**config.mk**
```make
export PLATFORM = sky130hd
export DESIGN_NAME = mxb_ctrl
export DESIGN_NICKNAME = d
export VERILOG_FILES = /design/src/rtl/mxb_pkg.sv /design/src/rtl/mxb_phase_timer.sv /design/src/rtl/mxb_seq.sv /design/src/rtl/mxb_ctrl.sv
export SDC_FILE = /design/constraint.sdc
export NUM_CORES = 1
export LEC_CHECK = 0
export BUFFER_PORTS_ARGS = -buffer_cell sky130_fd_sc_hd__clkbuf_2
export CORE_MARGIN = 2
export CORE_UTILIZATION = 24
export CTS_CLUSTER_DIAMETER = 60
export DETAILED_ROUTE_END_ITERATION = 10
export GPL_TIMING_DRIVEN = 0
export PLACE_DENSITY = 0.47
export SYNTH_ARGS = -nofsm -noshare
export SYNTH_HDL_FRONTEND = slang
export SYNTH_HIERARCHICAL = 1
export SYNTH_SLANG_ARGS = --single-unit
```
**constraint.sdc**
```tcl
create_clock -name clk -period 1.8 [get_ports clk]
set_input_delay 0.18 -clock clk [delete_from_list [all_inputs] [get_ports clk]]
set_output_delay 0.18 -clock clk [all_outputs]
set_load 0.005 [all_outputs]
```
**src/rtl/mxb_pkg.sv**
```systemverilog
package mxb_pkg;
  typedef enum logic [2:0] {
    PH_IDLE  = 3'd0,
    PH_SETUP = 3'd1,
    PH_AHOLD = 3'd2,
    PH_STRB  = 3'd3,
    PH_DHOLD = 3'd4
  } mxb_phase_e;
endpackage

```
**src/rtl/mxb_phase_timer.sv**
```systemverilog
module mxb_phase_timer #(
  parameter int CNT_W = 4
) (
  input  logic             clk,
  input  logic             rst,
  input  logic             load,
  input  logic [CNT_W-1:0] load_val,
  output logic             last
);
  logic [CNT_W-1:0] cnt_q;

  always_ff @(posedge clk) begin
    if (rst)                 cnt_q <= '0;
    else if (load)           cnt_q <= load_val;
    else if (cnt_q != '0)    cnt_q <= cnt_q - 1'b1;
  end

  assign last = (cnt_q == '0);
endmodule

```
**src/rtl/mxb_seq.sv**
```systemverilog
module mxb_seq
  import mxb_pkg::*;
#(
  parameter int SETUP_CYC     = 2,
  parameter int ADDR_HOLD_CYC = 1,
  parameter int STROBE_CYC    = 3,
  parameter int DATA_HOLD_CYC = 1
) (
  input  logic       clk,
  input  logic       rst,
  input  logic       req,
  input  logic       wr_sel,
  input  logic [7:0] alo_sel,
  input  logic [7:0] wdat_sel,
  output logic       accept,
  output logic       capture,
  output logic       busy,
  output logic       done,
  output logic       ale,
  output logic       rd_n,
  output logic       wr_n,
  output logic [7:0] ad_out,
  output logic       ad_oe
);
  localparam int MAXA  = (SETUP_CYC > ADDR_HOLD_CYC) ? SETUP_CYC : ADDR_HOLD_CYC;
  localparam int MAXB  = (STROBE_CYC > DATA_HOLD_CYC) ? STROBE_CYC : DATA_HOLD_CYC;
  localparam int MAXL  = (MAXA > MAXB) ? MAXA : MAXB;
  localparam int CNT_W = (MAXL < 2) ? 1 : $clog2(MAXL);

  localparam logic [CNT_W-1:0] LD_SETUP = CNT_W'(SETUP_CYC - 1);
  localparam logic [CNT_W-1:0] LD_AHOLD = CNT_W'(ADDR_HOLD_CYC - 1);
  localparam logic [CNT_W-1:0] LD_STRB  = CNT_W'(STROBE_CYC - 1);
  localparam logic [CNT_W-1:0] LD_DHOLD = CNT_W'(DATA_HOLD_CYC - 1);

  mxb_phase_e       ph_q, ph_d;
  logic             t_last, t_load;
  logic [CNT_W-1:0] t_val;
  logic             wr_q;

  mxb_phase_timer #(.CNT_W(CNT_W)) u_timer (
    .clk(clk), .rst(rst), .load(t_load), .load_val(t_val), .last(t_last)
  );

  always_comb begin
    ph_d   = ph_q;
    t_load = 1'b0;
    t_val  = '0;
    unique case (ph_q)
      PH_IDLE:  if (req)    begin ph_d = PH_SETUP; t_load = 1'b1; t_val = LD_SETUP; end
      PH_SETUP: if (t_last) begin ph_d = PH_AHOLD; t_load = 1'b1; t_val = LD_AHOLD; end
      PH_AHOLD: if (t_last) begin ph_d = PH_STRB;  t_load = 1'b1; t_val = LD_STRB;  end
      PH_STRB:  if (t_last) begin ph_d = PH_DHOLD; t_load = 1'b1; t_val = LD_DHOLD; end
      PH_DHOLD: if (t_last)       ph_d = PH_IDLE;
      default:                    ph_d = PH_IDLE;
    endcase
  end

  assign accept  = (ph_q == PH_IDLE) && req;
  assign capture = (ph_q == PH_STRB) && t_last && !wr_q;

  always_ff @(posedge clk) begin
    if (rst) begin
      ph_q   <= PH_IDLE;
      wr_q   <= 1'b0;
      busy   <= 1'b0;
      done   <= 1'b0;
      ale    <= 1'b0;
      rd_n   <= 1'b1;
      wr_n   <= 1'b1;
      ad_out <= '0;
      ad_oe  <= 1'b0;
    end else begin
      ph_q   <= ph_d;
      wr_q   <= wr_sel;
      busy   <= (ph_d != PH_IDLE);
      done   <= (ph_q == PH_STRB) && t_last;
      ale    <= (ph_d == PH_SETUP);
      rd_n   <= !((ph_d == PH_STRB) && !wr_sel);
      wr_n   <= !((ph_d == PH_STRB) && wr_sel);
      ad_out <= ((ph_d == PH_SETUP) || (ph_d == PH_AHOLD)) ? alo_sel : wdat_sel;
      ad_oe  <= (ph_d == PH_SETUP) || (ph_d == PH_AHOLD) ||
                (((ph_d == PH_STRB) || (ph_d == PH_DHOLD)) && wr_sel);
    end
  end

  AST_STROBE_EXCL: assert property (@(posedge clk) disable iff (rst)
    !(!rd_n && !wr_n));
  AST_NO_STROBE_WITH_ALE: assert property (@(posedge clk) disable iff (rst)
    ale |-> (rd_n && wr_n));
  AST_ALE_FALL_HOLD: assert property (@(posedge clk) disable iff (rst)
    $fell(ale) |-> (rd_n && wr_n && ad_oe));
  AST_READ_RELEASED: assert property (@(posedge clk) disable iff (rst)
    !rd_n |-> !ad_oe);
  AST_WRITE_DRIVEN: assert property (@(posedge clk) disable iff (rst)
    !wr_n |-> ad_oe);
  AST_DONE_SINGLE: assert property (@(posedge clk) disable iff (rst)
    done |=> !done);
  AST_DONE_AFTER_STROBE: assert property (@(posedge clk) disable iff (rst)
    done |-> (rd_n && wr_n && busy));
  AST_BUSY_FALL_RELEASE: assert property (@(posedge clk) disable iff (rst)
    $fell(busy) |-> !ad_oe);
endmodule

```
**src/rtl/mxb_ctrl.sv**
```systemverilog
module mxb_ctrl #(
  parameter int SETUP_CYC     = 2,
  parameter int ADDR_HOLD_CYC = 1,
  parameter int STROBE_CYC    = 3,
  parameter int DATA_HOLD_CYC = 1,
  parameter int AW            = 16,
  parameter int DW            = 8
) (
  input  logic          clk,
  input  logic          rst,
  input  logic          req,
  input  logic          req_wr,
  input  logic [AW-1:0] req_addr,
  input  logic [DW-1:0] req_wdata,
  output logic          busy,
  output logic          done,
  output logic [DW-1:0] rdata,
  output logic [AW-DW-1:0] addr_hi,
  output logic          ale,
  output logic          rd_n,
  output logic          wr_n,
  output logic [DW-1:0] ad_out,
  output logic          ad_oe,
  input  logic [DW-1:0] ad_in
);
  logic          accept, capture;
  logic          wr_q;
  logic [AW-1:0] addr_q;
  logic [DW-1:0] wdat_q;
  logic          wr_sel;
  logic [AW-1:0] addr_sel;
  logic [DW-1:0] wdat_sel;

  assign wr_sel   = accept ? req_wr    : wr_q;
  assign addr_sel = accept ? req_addr  : addr_q;
  assign wdat_sel = accept ? req_wdata : wdat_q;

  always_ff @(posedge clk) begin
    if (rst) begin
      wr_q   <= 1'b0;
      addr_q <= '0;
      wdat_q <= '0;
      rdata  <= '0;
    end else begin
      wr_q   <= wr_sel;
      addr_q <= addr_sel;
      wdat_q <= wdat_sel;
      if (capture) rdata <= ad_in;
    end
  end

  assign addr_hi = addr_q[AW-1:DW];

  mxb_seq #(
    .SETUP_CYC(SETUP_CYC), .ADDR_HOLD_CYC(ADDR_HOLD_CYC),
    .STROBE_CYC(STROBE_CYC), .DATA_HOLD_CYC(DATA_HOLD_CYC)
  ) u_seq (
    .clk(clk), .rst(rst), .req(req), .wr_sel(wr_sel),
    .alo_sel(addr_sel[DW-1:0]), .wdat_sel(wdat_sel),
    .accept(accept), .capture(capture), .busy(busy), .done(done),
    .ale(ale), .rd_n(rd_n), .wr_n(wr_n), .ad_out(ad_out), .ad_oe(ad_oe)
  );

  AST_ADDR_HI_STABLE: assert property (@(posedge clk) disable iff (rst)
    busy |=> $stable(addr_hi));
  AST_IGNORE_WHILE_BUSY: assert property (@(posedge clk) disable iff (rst)
    (busy && req) |-> !accept);
  AST_RDATA_ONLY_ON_DONE: assert property (@(posedge clk) disable iff (rst)
    !$stable(rdata) |-> done);
endmodule

```
==> impl_metrics.json <==
{
  "finClkSkew_ps": 8.43,
  "seqCellArea_um2": 1070,
  "slew_headroom": 0.641,
  "min_path_type": "in2reg",
  "io_buffers": 65,
  "die_area_um2": 10600,
  "postSynthCellCount": 216,
  "cp.arrival_ps": 1910,
  "drc": 0,
  "ir_drop_mv": 0.307,
  "hold_viol": 0,
  "timing.critical_path.from_type": "register",
  "synth_edf_count": 0,
  "syn_to_final_growth_pct": 30.8,
  "drv_cap": 0,
  "ys_ff_latch": 53,
  "syn-cell-area_um2": 2350,
  "yosys_warnings": 6,
  "cts_tree": "done",
  "finalSetupViolCount": 0,
  "required_ps": 2010,
  "root_buffer": "clkbuf_8",
  "vias_per_cell": 3.97,
  "vias": 1693,
  "grt_pass1_wl_um": 8250,
  "criticalPathCategory": "reg2reg",
  "fin_util": 0.319,
  "fp.dieW_um": 103,
  "syn_area_per_cell_um2": 10.9,
  "grt-ovfl-total": 0,
  "crit_path_end_kind": "register",
  "cts_sinks": 53,
  "leakagePower_nw": 1.37,
  "multi_input_area_um2": 1150,
  "fin_cells": 426,
  "die_h_um": 103,
  "grt_max_degree": 16,
  "nets": 329,
  "placed_cells": 414,
  "ys_async_sr_fraction": 0,
  "worstPathMaxFanout": 10,
  "hpwlAfterDp_um": 3480,
  "grt_pass1_vias": 1599,
  "syn_nets": 253,
  "outcome": "complete, no violations",
  "yosysTopAreaCellShare": 0.452,
  "dr.pass1.iters": 4,
  "gp_congestion": 0.754,
  "synth_area_leaders": "dfxtp_1 45%, mux2i_1 10%, mux2_4 7.7%, nor2b_4 7.0%, nor2_1 3.7%",
  "rsz0062_at_grt": "false",
  "fmax_mhz": 589,
  "tightestPinTransition_ps": 538,
  "maxSlewViolCount": 0,
  "diodes": 0,
  "io_pins": 66,
  "period_minus_slack_ps": 1700,
  "numCtsBuffers": 5,
  "final_antenna_net_count": 0,
  "cts.reportedPaths.clkPinSlew_ps": 100,
  "wire_per_inst_um": 11.8,
  "synth.distinct_cells": 39,
  "initial_core_util": 0.244,
  "synth_ff_type": "dfxtp_1",
  "clk_latency_ps": 310,
  "cts_buffer_depth": 2,
  "antenna_found_initial": 0,
  "cellPowerDensity_nw_per_um2": 1300,
  "routed_wl_um": 5040,
  "finalSetupTns_ps": 0,
  "synth-seq-area-share": 0.452,
  "yosysTopAreaCell": "dfxtp_1",
  "grtUsageTotal": 0.103,
  "p_total_mw": 4.01,
  "drive_above_1_share": 0.447,
  "drt_iter0_markers": 40,
  "rows": 36,
  "core_um2": 9640,
  "fill_cells": 1060,
  "h-tree-depth": 2,
  "layout_worst_path_cycle_share": 0.943
}
## synthesized netlist by cell type, types with 2 or more instances
master / instances
buf_4: 8
nand2_1: 20
nor4b_1: 2
nor2_1: 23
a21oi_1: 3
xor2_1: 2
nor2b_1: 9
dfxtp_1: 53
mux2_4: 12
buf_6: 3
nand3b_1: 3
mux2_1: 5
nor2b_4: 12
nor3_1: 4
mux2i_1: 24
inv_1: 2
buf_2: 9
## final timing paths
path                                    start               to  slack, ps  cells after the start
worst min register to register       rdata[7]         rdata[7]        500                      2
worst max-delay path            u_seq/ph_q[2]  u_seq/ad_out[2]        100                      7
worst min-delay path                 ad_in[7]         rdata[7]        100                      3
worst max register to register  u_seq/ph_q[2]  u_seq/ad_out[2]        100                      7
## report_power, final
part           internal (mW)  switching, mW
Sequential              1.41          0.135
Clock                  0.272          0.416
Combinational           1.06          0.715
## worst max-delay path: stages, from the launching register on
cell,delay [ps]
dfxtp_1,330
buf_4,170
nor4b_4,230
buf_6,160
bufbuf_16,260
mux2_4,300
nand2_1,60
mux2i_1,80
## area by class of cell
cell class | count | share of cell area
multi-input combinational | 138 | 0.376
sequential | 53 | 0.348
timing repair buffer | 72 | 0.139
tap | 133 | 0.0542
buffer | 19 | 0.0521
clock buffer | 6 | 0.0236
inverter | 3 | 0.00367
clock inverter | 2 | 0.00326
## state kept, by name, summed over array words and instances, names as in the netlist
signal and flops:
addr_q 16, rdata 8, u_seq/ad_oe 1, u_seq/ad_out 8
u_seq/ale 1, u_seq/busy 1, u_seq/done 1, u_seq/ph_q 3
u_seq/rd_n 1, u_seq/u_timer/cnt_q 2, u_seq/wr_n 1, u_seq/wr_q 1
wdat_q 8, wr_q 1
## placed cells by master, fill, tap and decap left out, types with 4 or more instances in the layout
cell type / Yosys / routed
clkbuf_2: 0 / 65
dfxtp_1: 53 / 51
mux2i_1: 24 / 24
nor2_1: 23 / 23
nand2_1: 20 / 20
buf_4: 8 / 14
mux2_4: 12 / 13
nor2b_4: 12 / 12
nor2b_1: 9 / 9
clkbuf_8: 0 / 5
buf_12: 0 / 4
nor3_1: 4 / 4
## kinds of logic (layout without fill, tap and decap cells)
| family | count (synthesis) | in the layout | share of synthesized area |
|---|---|---|---|
| and+or+nand+nor | 80 | 80 | 0.212 |
| muxes | 41 | 41 | 0.203 |
| adders and majority gates | 1 | 1 | 0.00533 |
| AOI/OAI and AO/OA | 13 | 13 | 0.0496 |
| DFF | 53 | 53 | 0.452 |
| buffers and inverters | 25 | 102 | 0.0671 |
| xor gates and xnor gates | 3 | 3 | 0.0112 |
## metrics by stage
stage | instance area [µm²] | hold WS [ps] | setup slack [ps]
CTS | 3070 | 90.9 | 1.60
global placement | 2850 | 416 | -155
finish | 3070 | 96.2 | 103
floorplan | 2360 | 252 | 17.8
detailed placement | 2850 | 426 | -120
global route | 3070 | 102 | 2.67
## per-layer routing
layer,global-route usage,part of all wire,routed length [µm]
met5,0,0,0
met4,0.0334,0.013,66
met3,0.0312,0.062,314
met2,0.161,0.46,2310
met1,0.135,0.47,2350
## what timing repair did
action	4_1_cts	5_1_grt
cloned	1	0
resized for setup	12	8
setup endpoints to repair	29	32
setup buffers	5	1
hold buffers	0	0
pin swaps	0	2
Power figures use the tool's default switching activity.
